===== config.mk =====
export PLATFORM = sky130hd
export DESIGN_NAME = coh_line_ctrl
export DESIGN_NICKNAME = d
export VERILOG_FILES = /design/src/rtl/coh_line_pkg.sv /design/src/rtl/coh_line_gate.sv /design/src/rtl/coh_line_xition.sv /design/src/rtl/coh_line_rsp.sv /design/src/rtl/coh_line_ctrl.sv
export SDC_FILE = /design/constraint.sdc
export NUM_CORES = 1
export LEC_CHECK = 0
export BUFFER_PORTS_ARGS = -buffer_cell sky130_fd_sc_hd__buf_4
export CORE_ASPECT_RATIO = 0.9
export CORE_MARGIN = 2
export CORE_UTILIZATION = 45
export DETAILED_ROUTE_END_ITERATION = 10
export GPL_ROUTABILITY_DRIVEN = 1
export PLACE_DENSITY_LB_ADDON = 0.1
export SETUP_SLACK_MARGIN = 0.4
export SLEW_MARGIN = 10
export SYNTH_ARGS = -nofsm -noshare
export SYNTH_HDL_FRONTEND = slang
export SYNTH_SLANG_ARGS = --single-unit

===== constraint.sdc =====
create_clock -name clk_i -period 1.8 [get_ports clk_i]
set_clock_uncertainty 0.2 [all_clocks]
set_input_delay 0.36 -clock clk_i [delete_from_list [all_inputs] [get_ports clk_i]]
set_output_delay 0.36 -clock clk_i [all_outputs]
set_load 0.01 [all_outputs]

===== src/rtl/coh_line_pkg.sv =====
package coh_line_pkg;
  localparam int ST_W  = 5;
  localparam int EV_W  = 5;
  localparam int ACT_W = 20;

  typedef enum logic [ST_W-1:0] {
    ST_INV = 5'd0, ST_SH_IN = 5'd1, ST_SH = 5'd2, ST_EX_IN = 5'd3, ST_EX = 5'd4,
    ST_MD_IN = 5'd5, ST_MD = 5'd6, ST_WT_SH = 5'd7, ST_WT_EX = 5'd8,
    ST_WT_UPG = 5'd9, ST_WT_PUT = 5'd10, ST_WT_PUTSINK = 5'd11,
    ST_DRN_SH = 5'd12, ST_DRN_EX = 5'd13, ST_DRN_MD = 5'd14,
    ST_DRN_MDWB = 5'd15, ST_DRN_UPG = 5'd16
  } line_st_e;

  typedef enum logic [EV_W-1:0] {
    EV_LOAD = 5'd0, EV_STORE = 5'd1, EV_INNER_WB = 5'd2, EV_INNER_DATA_ACK = 5'd3,
    EV_INNER_ACK = 5'd4, EV_OUT_INV = 5'd5, EV_RECALL_OWN = 5'd6,
    EV_RECALL_OTHER = 5'd7, EV_REPLACE = 5'd8, EV_FWD_EX = 5'd9, EV_FWD_SH = 5'd10,
    EV_DATA_PART = 5'd11, EV_DATA_EXCL = 5'd12, EV_DATA_PEER = 5'd13,
    EV_DATA_LAST = 5'd14, EV_ACK_PART = 5'd15, EV_ACK_LAST = 5'd16, EV_WB_ACK = 5'd17
  } line_ev_e;

  localparam int A_REQ_SH     = 0;
  localparam int A_REQ_EX     = 1;
  localparam int A_REQ_UPG    = 2;
  localparam int A_DATA_REQ   = 3;
  localparam int A_DATA_OUTER = 4;
  localparam int A_ACK        = 5;
  localparam int A_UNBLOCK    = 6;
  localparam int A_UNBLOCK_EX = 7;
  localparam int A_PUT        = 8;
  localparam int A_PUT_DATA   = 9;
  localparam int A_INNER_INV  = 10;
  localparam int A_INNER_SH   = 11;
  localparam int A_INNER_EX   = 12;
  localparam int A_TBE_ALLOC  = 13;
  localparam int A_TBE_FREE   = 14;
  localparam int A_LINE_ALLOC = 15;
  localparam int A_LINE_FREE  = 16;
  localparam int A_WAKE       = 17;
  localparam int A_MISS       = 18;
  localparam int A_HIT        = 19;
endpackage


===== src/rtl/coh_line_gate.sv =====
module coh_line_gate
  import coh_line_pkg::*;
(
  input  line_st_e st_i,
  input  line_ev_e ev_i,
  output logic     stall_o,
  output logic     drain_o
);
  logic trans, cpu_ev, outer_ev;

  always_comb begin
    trans    = (st_i >= ST_WT_SH) && (st_i <= ST_DRN_UPG);
    drain_o  = (st_i >= ST_DRN_SH) && (st_i <= ST_DRN_UPG);
    cpu_ev   = (ev_i == EV_LOAD) || (ev_i == EV_STORE) || (ev_i == EV_REPLACE);
    outer_ev = (ev_i == EV_OUT_INV) || (ev_i == EV_FWD_EX) || (ev_i == EV_FWD_SH);
    stall_o  = (cpu_ev && trans)
            || (outer_ev && (drain_o || st_i == ST_WT_SH))
            || ((ev_i == EV_RECALL_OWN) && (drain_o || st_i == ST_WT_UPG))
            || ((ev_i == EV_RECALL_OTHER) && drain_o);
  end
endmodule


===== src/rtl/coh_line_xition.sv =====
module coh_line_xition
  import coh_line_pkg::*;
(
  input  line_st_e         st_i,
  input  line_ev_e         ev_i,
  input  logic             dirty_i,
  input  logic             stall_i,
  input  logic             drain_i,
  output line_st_e         nxt_o,
  output logic [ACT_W-1:0] act_o,
  output logic             bad_o
);
  logic [ACT_W-1:0] a;

  always_comb begin
    nxt_o = st_i;
    a     = '0;
    bad_o = 1'b1;
    if (stall_i) begin
      bad_o = 1'b0;
    end else begin
      case (st_i)
        ST_INV: case (ev_i)
          EV_LOAD: begin
            nxt_o = ST_WT_SH; bad_o = 1'b0;
            a[A_REQ_SH] = 1'b1; a[A_LINE_ALLOC] = 1'b1; a[A_TBE_ALLOC] = 1'b1; a[A_MISS] = 1'b1;
          end
          EV_STORE: begin
            nxt_o = ST_WT_EX; bad_o = 1'b0;
            a[A_REQ_EX] = 1'b1; a[A_LINE_ALLOC] = 1'b1; a[A_TBE_ALLOC] = 1'b1; a[A_MISS] = 1'b1;
          end
          EV_OUT_INV: begin bad_o = 1'b0; a[A_ACK] = 1'b1; end
          default: ;
        endcase
        ST_SH_IN, ST_SH: case (ev_i)
          EV_LOAD: begin nxt_o = ST_SH_IN; bad_o = 1'b0; a[A_INNER_SH] = 1'b1; a[A_HIT] = 1'b1; end
          EV_STORE: begin
            nxt_o = ST_WT_UPG; bad_o = 1'b0;
            a[A_REQ_UPG] = 1'b1; a[A_TBE_ALLOC] = 1'b1; a[A_MISS] = 1'b1;
          end
          EV_REPLACE: if (st_i == ST_SH) begin
            nxt_o = ST_INV; bad_o = 1'b0; a[A_LINE_FREE] = 1'b1;
          end
          EV_OUT_INV: if (st_i == ST_SH) begin
            nxt_o = ST_INV; bad_o = 1'b0; a[A_ACK] = 1'b1; a[A_LINE_FREE] = 1'b1;
          end
          EV_RECALL_OWN, EV_RECALL_OTHER: if (st_i == ST_SH_IN) begin
            nxt_o = ST_DRN_SH; bad_o = 1'b0; a[A_INNER_INV] = 1'b1;
          end
          default: ;
        endcase
        ST_EX, ST_MD: case (ev_i)
          EV_LOAD: begin
            nxt_o = (st_i == ST_EX) ? ST_EX_IN : ST_MD_IN; bad_o = 1'b0;
            a[A_INNER_EX] = 1'b1; a[A_HIT] = 1'b1;
          end
          EV_STORE: begin nxt_o = ST_MD_IN; bad_o = 1'b0; a[A_INNER_EX] = 1'b1; a[A_HIT] = 1'b1; end
          EV_REPLACE: begin
            nxt_o = ST_WT_PUT; bad_o = 1'b0;
            a[A_TBE_ALLOC] = 1'b1; a[A_PUT] = 1'b1; a[A_PUT_DATA] = dirty_i; a[A_LINE_FREE] = 1'b1;
          end
          EV_OUT_INV: begin
            nxt_o = ST_INV; bad_o = 1'b0; a[A_LINE_FREE] = 1'b1;
            if (st_i == ST_MD) a[A_DATA_OUTER] = 1'b1;
            else a[A_ACK] = 1'b1;
          end
          EV_FWD_EX: begin nxt_o = ST_INV; bad_o = 1'b0; a[A_DATA_REQ] = 1'b1; a[A_LINE_FREE] = 1'b1; end
          EV_FWD_SH: begin nxt_o = ST_SH; bad_o = 1'b0; a[A_DATA_REQ] = 1'b1; a[A_DATA_OUTER] = 1'b1; end
          default: ;
        endcase
        ST_EX_IN, ST_MD_IN: case (ev_i)
          EV_RECALL_OWN, EV_RECALL_OTHER: begin
            nxt_o = (st_i == ST_EX_IN) ? ST_DRN_EX : ST_DRN_MD; bad_o = 1'b0; a[A_INNER_INV] = 1'b1;
          end
          EV_INNER_WB: begin nxt_o = ST_MD; bad_o = 1'b0; end
          default: ;
        endcase
        ST_WT_PUT, ST_WT_PUTSINK: case (ev_i)
          EV_WB_ACK: begin nxt_o = ST_INV; bad_o = 1'b0; a[A_TBE_FREE] = 1'b1; a[A_LINE_FREE] = 1'b1; end
          EV_OUT_INV: begin
            nxt_o = ST_WT_PUTSINK; bad_o = 1'b0;
            if (st_i == ST_WT_PUT) a[A_DATA_OUTER] = 1'b1;
            else a[A_ACK] = 1'b1;
          end
          EV_FWD_EX: if (st_i == ST_WT_PUT) begin
            nxt_o = ST_WT_PUTSINK; bad_o = 1'b0; a[A_DATA_REQ] = 1'b1;
          end
          EV_FWD_SH: if (st_i == ST_WT_PUT) begin
            nxt_o = ST_WT_PUTSINK; bad_o = 1'b0; a[A_DATA_REQ] = 1'b1; a[A_DATA_OUTER] = 1'b1;
          end
          default: ;
        endcase
        ST_WT_SH: case (ev_i)
          EV_DATA_EXCL: begin
            nxt_o = ST_EX_IN; bad_o = 1'b0;
            a[A_INNER_EX] = 1'b1; a[A_UNBLOCK_EX] = 1'b1; a[A_TBE_FREE] = 1'b1;
          end
          EV_DATA_PEER: begin
            nxt_o = ST_SH_IN; bad_o = 1'b0;
            a[A_INNER_SH] = 1'b1; a[A_UNBLOCK] = 1'b1; a[A_TBE_FREE] = 1'b1;
          end
          EV_DATA_LAST: begin nxt_o = ST_SH_IN; bad_o = 1'b0; a[A_INNER_SH] = 1'b1; a[A_TBE_FREE] = 1'b1; end
          default: ;
        endcase
        ST_WT_EX, ST_WT_UPG: case (ev_i)
          EV_OUT_INV: begin nxt_o = ST_WT_EX; bad_o = 1'b0; a[A_ACK] = 1'b1; end
          EV_ACK_PART: bad_o = 1'b0;
          EV_DATA_PART: if (st_i == ST_WT_EX) begin nxt_o = ST_WT_UPG; bad_o = 1'b0; end
          EV_DATA_LAST, EV_ACK_LAST:
            if ((st_i == ST_WT_EX) == (ev_i == EV_DATA_LAST)) begin
              nxt_o = ST_MD_IN; bad_o = 1'b0;
              a[A_INNER_EX] = 1'b1; a[A_UNBLOCK_EX] = 1'b1; a[A_TBE_FREE] = 1'b1;
            end
          EV_RECALL_OTHER: if (st_i == ST_WT_UPG) begin
            nxt_o = ST_DRN_UPG; bad_o = 1'b0; a[A_INNER_INV] = 1'b1;
          end
          default: ;
        endcase
        ST_DRN_SH: if (ev_i == EV_INNER_ACK) begin nxt_o = ST_SH; bad_o = 1'b0; end
        ST_DRN_EX, ST_DRN_MD: case (ev_i)
          EV_INNER_WB: begin nxt_o = ST_DRN_MDWB; bad_o = 1'b0; end
          EV_INNER_DATA_ACK: begin nxt_o = ST_MD; bad_o = 1'b0; end
          EV_INNER_ACK: begin nxt_o = (st_i == ST_DRN_EX) ? ST_EX : ST_MD; bad_o = 1'b0; end
          default: ;
        endcase
        ST_DRN_MDWB: if (ev_i == EV_INNER_ACK) begin nxt_o = ST_MD; bad_o = 1'b0; end
        ST_DRN_UPG: if (ev_i == EV_INNER_ACK) begin nxt_o = ST_WT_EX; bad_o = 1'b0; end
        default: ;
      endcase
    end
    if (bad_o) nxt_o = st_i;
    act_o = a;
    act_o[A_WAKE] = a[A_TBE_FREE] || (drain_i && !bad_o && !stall_i);
  end
endmodule


===== src/rtl/coh_line_rsp.sv =====
module coh_line_rsp
  import coh_line_pkg::*;
(
  input  logic             clk_i,
  input  logic             rst_ni,
  input  logic             valid_i,
  input  line_st_e         nxt_i,
  input  logic [ACT_W-1:0] act_i,
  input  logic             stall_i,
  input  logic             bad_i,
  output logic             valid_o,
  output logic [ST_W-1:0]  nxt_o,
  output logic [ACT_W-1:0] act_o,
  output logic             stall_o,
  output logic             err_o
);
  always_ff @(posedge clk_i or negedge rst_ni) begin
    if (!rst_ni) begin
      valid_o <= 1'b0;
      nxt_o   <= ST_INV;
      act_o   <= '0;
      stall_o <= 1'b0;
      err_o   <= 1'b0;
    end else begin
      valid_o <= valid_i;
      act_o   <= valid_i ? act_i : '0;
      stall_o <= valid_i & stall_i;
      if (valid_i) nxt_o <= nxt_i;
      if (valid_i && bad_i) err_o <= 1'b1;
    end
  end
endmodule


===== src/rtl/coh_line_ctrl.sv =====
module coh_line_ctrl
  import coh_line_pkg::*;
(
  input  logic             clk_i,
  input  logic             rst_ni,
  input  logic             ev_valid_i,
  input  logic [EV_W-1:0]  ev_i,
  input  logic [ST_W-1:0]  state_i,
  input  logic             dirty_i,
  output logic             rsp_valid_o,
  output logic [ST_W-1:0]  nxt_state_o,
  output logic [ACT_W-1:0] act_o,
  output logic             stall_o,
  output logic             err_o
);
  line_st_e         st;
  line_ev_e         ev;
  line_st_e         nxt;
  logic [ACT_W-1:0] act;
  logic             stall, drain, bad;

  assign st = line_st_e'(state_i);
  assign ev = line_ev_e'(ev_i);

  coh_line_gate u_gate (
    .st_i(st), .ev_i(ev), .stall_o(stall), .drain_o(drain)
  );

  coh_line_xition u_xition (
    .st_i(st), .ev_i(ev), .dirty_i(dirty_i), .stall_i(stall), .drain_i(drain),
    .nxt_o(nxt), .act_o(act), .bad_o(bad)
  );

  coh_line_rsp u_rsp (
    .clk_i(clk_i), .rst_ni(rst_ni), .valid_i(ev_valid_i), .nxt_i(nxt), .act_i(act),
    .stall_i(stall), .bad_i(bad), .valid_o(rsp_valid_o), .nxt_o(nxt_state_o),
    .act_o(act_o), .stall_o(stall_o), .err_o(err_o)
  );
endmodule


Word-level counts from Yosys, hierarchy flattened:

Index checks and enable logic that the tools add are counted.

* add/subtract/negate cells: 0
* multiply operators: 0
* div/mod/pow operators: 0
* $lt $le $gt $ge: 3
* equal/unequal tests: 34
* shift operators: 0
* muxes and demuxes: 91
* bitwise operators: 1
* reduce and logical (&&, ||, !) cells: 46

Operators by type and width (number)
* 5-bit by 4-bit == test with 1-bit output (second input constant): 16
* 5-bit 2-to-1 mux: 11
* 5-bit case mux with 11 select lines: 1
* 1-bit 2-to-1 mux: 43
* 5-bit by 3-bit == test with 1-bit output (second input constant): 8
* 5-bit case mux with 4 select lines: 2
* 5-bit case mux with 2 select lines: 3
* 5-bit case mux with 3 select lines: 2
* 2-bit OR reduction: 15
* 5-bit case mux with 5 select lines: 1
* 3-bit OR reduction: 7
* 5-bit by 2-bit == test with 1-bit output (second input constant): 4
* 20-bit 2-to-1 mux: 1
* 1-bit case mux with 3 select lines: 6
* 17-bit 2-to-1 mux: 1
* 1-bit case mux with 2 select lines: 8
* 5-bit == test (second input constant): 3
* 2-bit 2-to-1 mux: 7
* 5-bit by 1-bit == test with 1-bit output (second input constant): 2
* 5-bit logical NOT: 2
* 1-bit logical OR: 10
* 1-bit logical AND: 9
* 1-bit case mux with 9 select lines: 1
* 1-bit case mux with 4 select lines: 2
* 9 further kinds: 10

* register bits: 28
* bits in latches: 0
* bits in writable memories: 0
* ROM bits: 0
* bits of input ports: 14
* output and inout port bits: 28
* logic and storage cells: 180
* memories: 0

Depth between registers and ports, before layout:

Gate-level depths: netlist (run 1).

* depth in word-level cells: 13
* mapped depth: 9
* mapped depth without buffers: 7

Modules after synthesis:

A second synthesis (run 1) with hierarchy kept.

* cell total of the unflattened synthesis: 346
* area, all modules: 2725.1 µm²

Modules (own cells, without submodules)
* coh_line_xition: instances 1, cells each 270, area an instance 1651.6 µm²
* coh_line_rsp: instances 1, cells each 58, area an instance 948.4 µm²
* coh_line_gate: instances 1, cells each 18, area an instance 125.1 µm²

Worst setup path after synthesis (run 1):

Ideal clock, no wire load.

* path type: input to register
* start: input port ev_i[3]
* end: register u_rsp.nxt_o[1]
* library setup time: 124 ps
* arrival time: 2160 ps
* setup slack: -684 ps
* cell stages on the path: 7
* buffers on the path: 1
* path through: buf_6 > or4b_4 > or3_4 > a211oi_4 > o211ai_4 > and3_1 > a211o_1

* cells in the longest elaborated chain, start to end: 9
* elaborated cells on any way between the ends: 71

Ends and longest elaborated chain
* start: declaration: line coh_line_ctrl.sv:7 `input logic [EV_W-1:0] ev_i,`
* parallel branches: the longest is 8 deep, another holds 5-bit case mux with 11 select lines
* 5-bit 2-to-1 mux (*): line coh_line_xition.sv:131 `if (bad_o) nxt_o = st_i;`
* end signal: assignment: line coh_line_rsp.sv:28 `if (valid_i) nxt_o <= nxt_i;`
* end: declaration: line coh_line_rsp.sv:12 `output logic [ST_W-1:0] nxt_o,`

Mark *: on every way between the ends.
A chain may end at the register's enable or synchronous reset.

Worst setup path in the final report (run 1):

* start: input port ev_i[2]
* end: register u_rsp.nxt_o[1]

The elaborated chain is that of the path after synthesis.

==> flow_summary.yaml, run 1 <==
run_status:
  outcome: "finished, violations left"
  violations: "negative setup slack"
yosys:
  syn_avg_cell_area_sq_um: 7.84
  ys_seq_area_share_pct: 31.9
  ys_types: 66
  synthTopCellsByArea: "dfrtp_1 32%, nor2_1 5.8%, a21oi_1 4.8%"
  async_flop_share_pct: 100
  synth_edf_count: 0
  synth.net_count: 294
  syn-instance-count: 280
  ys_warn_count: 0
  yosysTopAreaCell: "dfrtp_1"
  synth_top_area_share_pct: 31.9
  ys_ff_latch: 28
  syn_area_sq_um: 2190
  ys.flop_type: "dfrtp_1"
grt:
  globalRouteTotalUtil_pct: 33.7
  grt_first_pass_wirelength_um: 14300
  grt_max_degree: 29
  overflow: 0
  antenna_found_initial: 0
  first_global_vias: 2818
power_and_ir_drop:
  combPwrFrac_pct: 37.6
  power_density_nw_per_um2: 451
  p_int_w: 0.00129
  ir_worst_vdd_mv: 0.351
  pwr-share-clk_pct: 26.5
  swShare_pct: 29.8
  p_leak_nw: 1.80
  seqPwrFrac_pct: 35.9
  netSwitchingPower_w: 0.000545
place:
  gp_congestion: 1.07
  dpl_cell_area_sq_um: 3380
  dpl.hpwl_um: 6810
  io_buffers: 41
  post-place-cells: 480
  preCtsSetupSlack_ns: -0.845
sta:
  layout_setup_ws_ns: -0.499
  relSlewSlack_pct: 73.7
  fin_setup_tns_ns: -5.14
  setup-violations-final: 26
  period_needed_ns: 2.30
  worst_slew_pin_slew_ns: 0.391
  clock.fmax_mhz: 435
  rsz0062_at_grt: "true"
  period_share_pct: 128
  hold_violations: 0
  slew_violations: 0
  hold_slack_ns: 0.0918
floorplanning:
  rows: 24
  dieArea_sq_um: 5450
  coreArea_sq_um: 4770
  die_h_um: 70.3
  ios: 42
  die_x_um: 77.6
  start_util_pct: 46.0
layout:
  nets: 453
  n_antenna_cell: 0
  layoutNonFillerInstCount: 503
  stdcell_area_sq_um: 4060
  synthToLayoutAreaGrowth_pct: 84.8
  layout-drive-gt1-share_pct: 54.3
drt:
  vias: 3119
  drt-total-wl_um: 9860
  viasPerCell: 6.20
  firstDrtPassIters: 9
  post_drt_wl_per_cell_um: 19.6
  drc: 0
  detail-route-antenna-nets: 0
  drt_iter0_markers: 484
clocking:
  cts_buffers: 3
  clockBufferDepth: 2
  clk_latency_ns: 0.27
  cts_sinks: 28
  clk_pin_slew_ns: 0.09
  ctsHtreeMaxLevel: 1
  tritoncts: "built"
  root_buffer: "clkbuf_8"
setup_path:
  end_kind: "flip-flop"
  cp.required_ns: 1.77
  critical_path_class: "in2reg"
  worstPathMaxFanout: 8
  ff2ff_setup_slack_ns: 0.74
  crit_arrival_ns: 2.26
  start_kind: "input port"
job:
  cap_violations: 0
worst_hold_path:
  min_path_type: "in2reg"
## power groups by stage
| stage | Clock [W] | Combinational (W) | Sequential (W) |
|---|---|---|---|
| final | 0.000484 | 0.000688 | 0.000658 |
| after global placement | 0 | 0.000525 | 0.000669 |
| after floorplan | 0 | 0.000235 | 0.000678 |
| after CTS | 0.000498 | 0.000589 | 0.000657 |
| after global routing | 0.000513 | 0.000720 | 0.000659 |
| after detailed placement | 0 | 0.000530 | 0.000669 |
## area by class of cell
type	instances	area (sq um)
fillers	288	719
clock inverters	1	30.0
inverters	5	18.8
flip-flops and latches	28	701
multi-input cells	225	1690
well taps	65	81.3
repair buffers	176	1500
clock buffers	3	41.3
## Yosys cell counts, types with 3 or more instances
| library cell | instances |
|---|---|
| nor3b_1 | 3 |
| o211ai_1 | 3 |
| or3_1 | 3 |
| nand2b_1 | 6 |
| nor3_1 | 13 |
| a21oi_1 | 21 |
| o21ai_0 | 13 |
| nor2_1 | 34 |
| and2_1 | 3 |
| a311oi_1 | 3 |
| nand2_1 | 25 |
| a31oi_1 | 3 |
| nor4_1 | 3 |
| o22ai_1 | 6 |
| nand3b_1 | 5 |
| a211oi_1 | 4 |
| nor2b_1 | 6 |
| buf_2 | 8 |
| and3_1 | 4 |
| nand4_1 | 5 |
| nand3_1 | 10 |
| inv_1 | 5 |
| dfrtp_1 | 28 |
| clkbuf_1 | 12 |
## registers in the layout, indices dropped and copies added, names as in the netlist
name,count
u_rsp.valid_o,1
u_rsp.stall_o,1
u_rsp.nxt_o,5
u_rsp.act_o,20
u_rsp.err_o,1
## through the flow
stage	power, W	util, %
after global placement	0.00119	70.8
final	0.00183	84.9
after CTS	0.00174	78.4
after detailed placement	0.00120	70.8
after floorplan	0.000913	-
after global routing	0.00189	84.9
## cells in the final DEF, fill, tap and decap left out, types with 6 or more instances in the layout
master and instances:
o21ai_0 12, buf_4 140, dfrtp_1 28, nor3_1 8
a21oi_1 13, nor2b_1 6, nand2_1 21, a21oi_2 8
nor2_1 29, buf_6 29, nand3_1 9
## cell families (layout without fill, tap and decap cells)
group	count (synthesis)	in the layout	share of synthesized area, %
AO/OA/AOI/OAI	81	81	26.0
XOR/XNOR	4	4	1.60
buffers and inverters	28	185	5.59
flip-flops	28	28	31.9
multiplexers	2	2	0.912
AND/OR/NAND/NOR	137	138	34.0
## path summary, 6_finish.rpt
path                                 from              to  depth (start not counted)
max                               ev_i[2]  u_rsp.nxt_o[1]                          7
min                               dirty_i  u_rsp.act_o[9]                          2
max reg2reg                u_rsp.nxt_o[2]  u_rsp.nxt_o[2]                          2
min reg2reg                   u_rsp.err_o     u_rsp.err_o                          1
max in group asynchronous          rst_ni  u_rsp.act_o[0]                          2
min in group asynchronous          rst_ni  u_rsp.act_o[4]                          2
## worst max-delay path, stage by stage
cell,delay (ns)
buf_8,0.10
or4b_4,0.55
or3_4,0.35
a211oi_4,0.29
o211ai_4,0.19
and3_1,0.19
a211o_1,0.22
## per-layer routing
layer	vias up	routed length, um	part of all wire [%]	GRT usage [%]
met2	244	4490	46	52.5
met3	69	1000	10	5.04
met4	0	470	4.8	9.92
li1	1358	-	-	-
met5	-	0	0	0
met1	1448	3890	39	48.6
## what timing repair did
action,4_1_cts,5_1_grt
resized for setup,54,44
pin swaps,22,9
endpoints found under the setup margin,27,28
buffers inserted,5,11
endpoints found under the hold margin,28,0
hold buffers,1,0
cloned,1,1
No activity file was read; power rests on OpenSTA's default activity.
==> run 2: changes to the inputs <==
Settings changed: CORE_UTILIZATION 45 to 60.
==> flow_summary.yaml, run 2 <==
yosys:
  ys_types: 66
  syn_area_sq_um: 2190
  synth.net_count: 294
  yosysTopAreaCell: "dfrtp_1"
  syn_avg_cell_area_sq_um: 7.84
  ys_seq_area_share_pct: 31.9
  synthTopCellsByArea: "dfrtp_1 32%, nor2_1 5.8%, a21oi_1 4.8%"
  synth_edf_count: 0
  synth.most_common_cell: "nor2_1"
  ys_ff_latch: 28
  async_flop_share_pct: 100
  synth_top_area_share_pct: 31.9
  yosys-top-cells-count: "34 x nor2_1, 28 x dfrtp_1, 25 x nand2_1"
  syn-instance-count: 280
  ys.flop_type: "dfrtp_1"
  ys_warn_count: 0
clocking:
  ctsHtreeMaxLevel: 1
  clockBufferDepth: 2
  cts_resized: 78
  cts_sinks: 28
  holdBufCountCts: 1
  cts_buffers: 3
  root_buffer: "clkbuf_8"
  post_cts_buffers: 20
floorplanning:
  die_x_um: 67.8
  die_h_um: 61.4
  rows: 20
  start_util_pct: 64.0
  ios: 42
place:
  preCtsSetupSlack_ns: -0.860
  gp_congestion: 1.21
  io_buffers: 41
  dpl.hpwl_um: 8350
run_status:
  outcome: "aborted with a tool error"
  error: "[ERROR DPL-0038] Utilization greater than 100%, impossible to legalize"
  lastStage: "clock tree synthesis (4_1_cts)"
run 2: cell counts after synthesis:
Identical to the previous run, type by type.
run 2: logic make-up after synthesis:
family | count (synthesis) | share of synthesized area (%)
XOR/XNOR | 4 | 1.60
AND/OR/NAND/NOR | 137 | 34.0
buffers and inverters | 28 | 5.59
multiplexers | 2 | 0.912
AO/OA/AOI/OAI | 81 | 26.0
flip-flops | 28 | 31.9
run 2: per-stage QoR:
step / util, % / std cells / TNS [ns] / hold WS [ns] / instance area, sq um
2_1_floorplan: - / 280 / -7.95 / -0.136 / 2230
3_3_place_gp: 94.3 / 443 / -13.52 / 0.0807 / 3230
3_5_place_dp: 94.3 / 443 / -16.36 / 0.0973 / 3230
==> run 3: changes to the inputs <==
Settings changed: CORE_ASPECT_RATIO 0.9 to unset, CORE_UTILIZATION 60 to 40, PLACE_DENSITY_LB_ADDON 0.1 to 0.15, SETUP_SLACK_MARGIN 0.4 to unset.
==> flow_summary.yaml, run 3 (synthesis gave the netlist of run 1 again) <==
sta:
  clock.fmax_mhz: 449
  layout_setup_ws_ns: -0.428
  hold_violations: 0
  rsz0062_at_grt: "true"
  fin_setup_tns_ns: -5.77
  slew_violations: 0
  relSlewSlack_pct: 74.3
  period_share_pct: 124
  setup-violations-final: 26
  period_needed_ns: 2.23
  worst_slew_pin_slew_ns: 0.383
floorplanning:
  die_h_um: 78.1
  die_x_um: 78.1
  rows: 26
  coreArea_sq_um: 5200
  ios: 42
  dieArea_sq_um: 6090
  start_util_pct: 42.2
setup_path:
  r2r-end: "u_rsp.nxt_o[1]"
  timing.rr.start: "u_rsp.nxt_o[1]"
  crit_chain: "buf_12 -> or4b_4 -> or3_4 -> a211oi_4 -> o211ai_4 -> and3_4 -> a211o_1"
  cpPeakStageDelay_ns: 0.53
  endpoint: "u_rsp.nxt_o[1]"
  cp_slowest_cell: "or4b_4"
  cp.required_ns: 1.76
  rr_worst_depth: 1
  crit_buf_inv: 1
  crit_family: "simple AND/OR/NAND/NOR gates"
  startpoint: "ev_i[1]"
  critical_path_class: "in2reg"
  start_kind: "input port"
  cp.depth: 7
  end_kind: "flip-flop"
  ff2ff_setup_slack_ns: 0.82
  worstPathMaxFanout: 6
  crit_arrival_ns: 2.19
place:
  io_buffers: 41
  gp_congestion: 0.999
  dpl.hpwl_um: 6670
layout:
  layout_commonest_cell: "buf_4"
  n_antenna_cell: 0
  final_util_pct: 72.1
  synthToLayoutAreaGrowth_pct: 70.9
  largest_reg_flops: 20
  largestRegisters: "u_rsp.act_o x20, u_rsp.nxt_o x5"
  nets: 428
  top_register: "u_rsp.act_o"
  layout-drive-gt1-share_pct: 50.8
  n_fill_cell: 412
  final_cell_mix: "130 x buf_4, 28 x dfrtp_1, 25 x nor2_1"
clocking:
  clk_latency_ns: 0.26
  tritoncts: "built"
  root_buffer: "clkbuf_8"
  clockBufferDepth: 2
  clk_pin_slew_ns: 0.09
  cts_buffers: 3
  cts_sinks: 28
  ctsHtreeMaxLevel: 1
grt:
  grt_first_pass_wirelength_um: 13200
  grt_max_degree: 29
  first_global_vias: 2565
  antenna_found_initial: 0
  globalRouteTotalUtil_pct: 27.8
  overflow: 0
power_and_ir_drop:
  power_density_nw_per_um2: 439
  totalPowerFinal_w: 0.00165
  ir_worst_vdd_mv: 0.244
  p_leak_nw: 1.63
job:
  cap_violations: 0
drt:
  drc: 0
  drt_iter0_markers: 172
  vias: 2737
  detail-route-antenna-nets: 0
  firstDrtPassIters: 4
  post_drt_wl_per_cell_um: 17.7
  viasPerCell: 5.67
  drt-total-wl_um: 8540
run_status:
  outcome: "finished, violations left"
  violations: "negative setup slack"
worst_hold_path:
  min_path_type: "in2reg"
## run 3: power by group
part | switching (W) | internal (W)
logic | 0.000316 | 0.000301
registers | 0.00000984 | 0.000647
clock network | 0.000176 | 0.000195
## run 3: how the worst min path moves through the flow
stage                    start              to  slack [ns]  cells after the start
finish                 dirty_i  u_rsp.act_o[9]        0.11                      2
global route        ev_valid_i   u_rsp.valid_o        0.10                      1
CTS                 ev_valid_i   u_rsp.valid_o        0.10                      1
detailed placement      rst_ni  u_rsp.act_o[6]        0.08                      1
global placement        rst_ni  u_rsp.act_o[9]        0.08                      1
floorplan               rst_ni  u_rsp.act_o[0]       -0.14                      0
## run 3: cell type report
cell class              count  area [sq um]  area share, %
multi-input cells         224          1640           43.7
repair buffers            152          1250           33.4
flip-flops and latches     28           701           18.7
well taps                  70          87.6           2.33
clock buffers               4          55.1           1.47
inverters                   5          18.8          0.500
## run 3: repair_timing
action                                 in CTS  in global routing
pin swaps                                   5                 18
setup buffers                               1                  6
hold buffers                                1                  0
setup endpoints to repair                  26                 26
resized for setup                          23                 59
endpoints found under the hold margin      28                  0
## run 3: per-layer routing
layer	share of wire [%]	wire [um]	track usage (%)
met2	49	4210	47.2
met3	6.5	553	2.64
met5	0	0	0
met4	3.1	269	10.7
met1	41	3510	36.7
## run 3: stage by stage
step	hold slack, ns	worst slack (ns)	cell area [sq um]	cells
final	0.108	-0.428	3750	483
after global routing	0.101	-0.485	3750	483
after floorplan	-0.136	-0.680	2230	280
after global placement	0.0815	-0.800	3280	472
after detailed placement	0.0845	-0.792	3280	472
after CTS	0.101	-0.449	3440	478
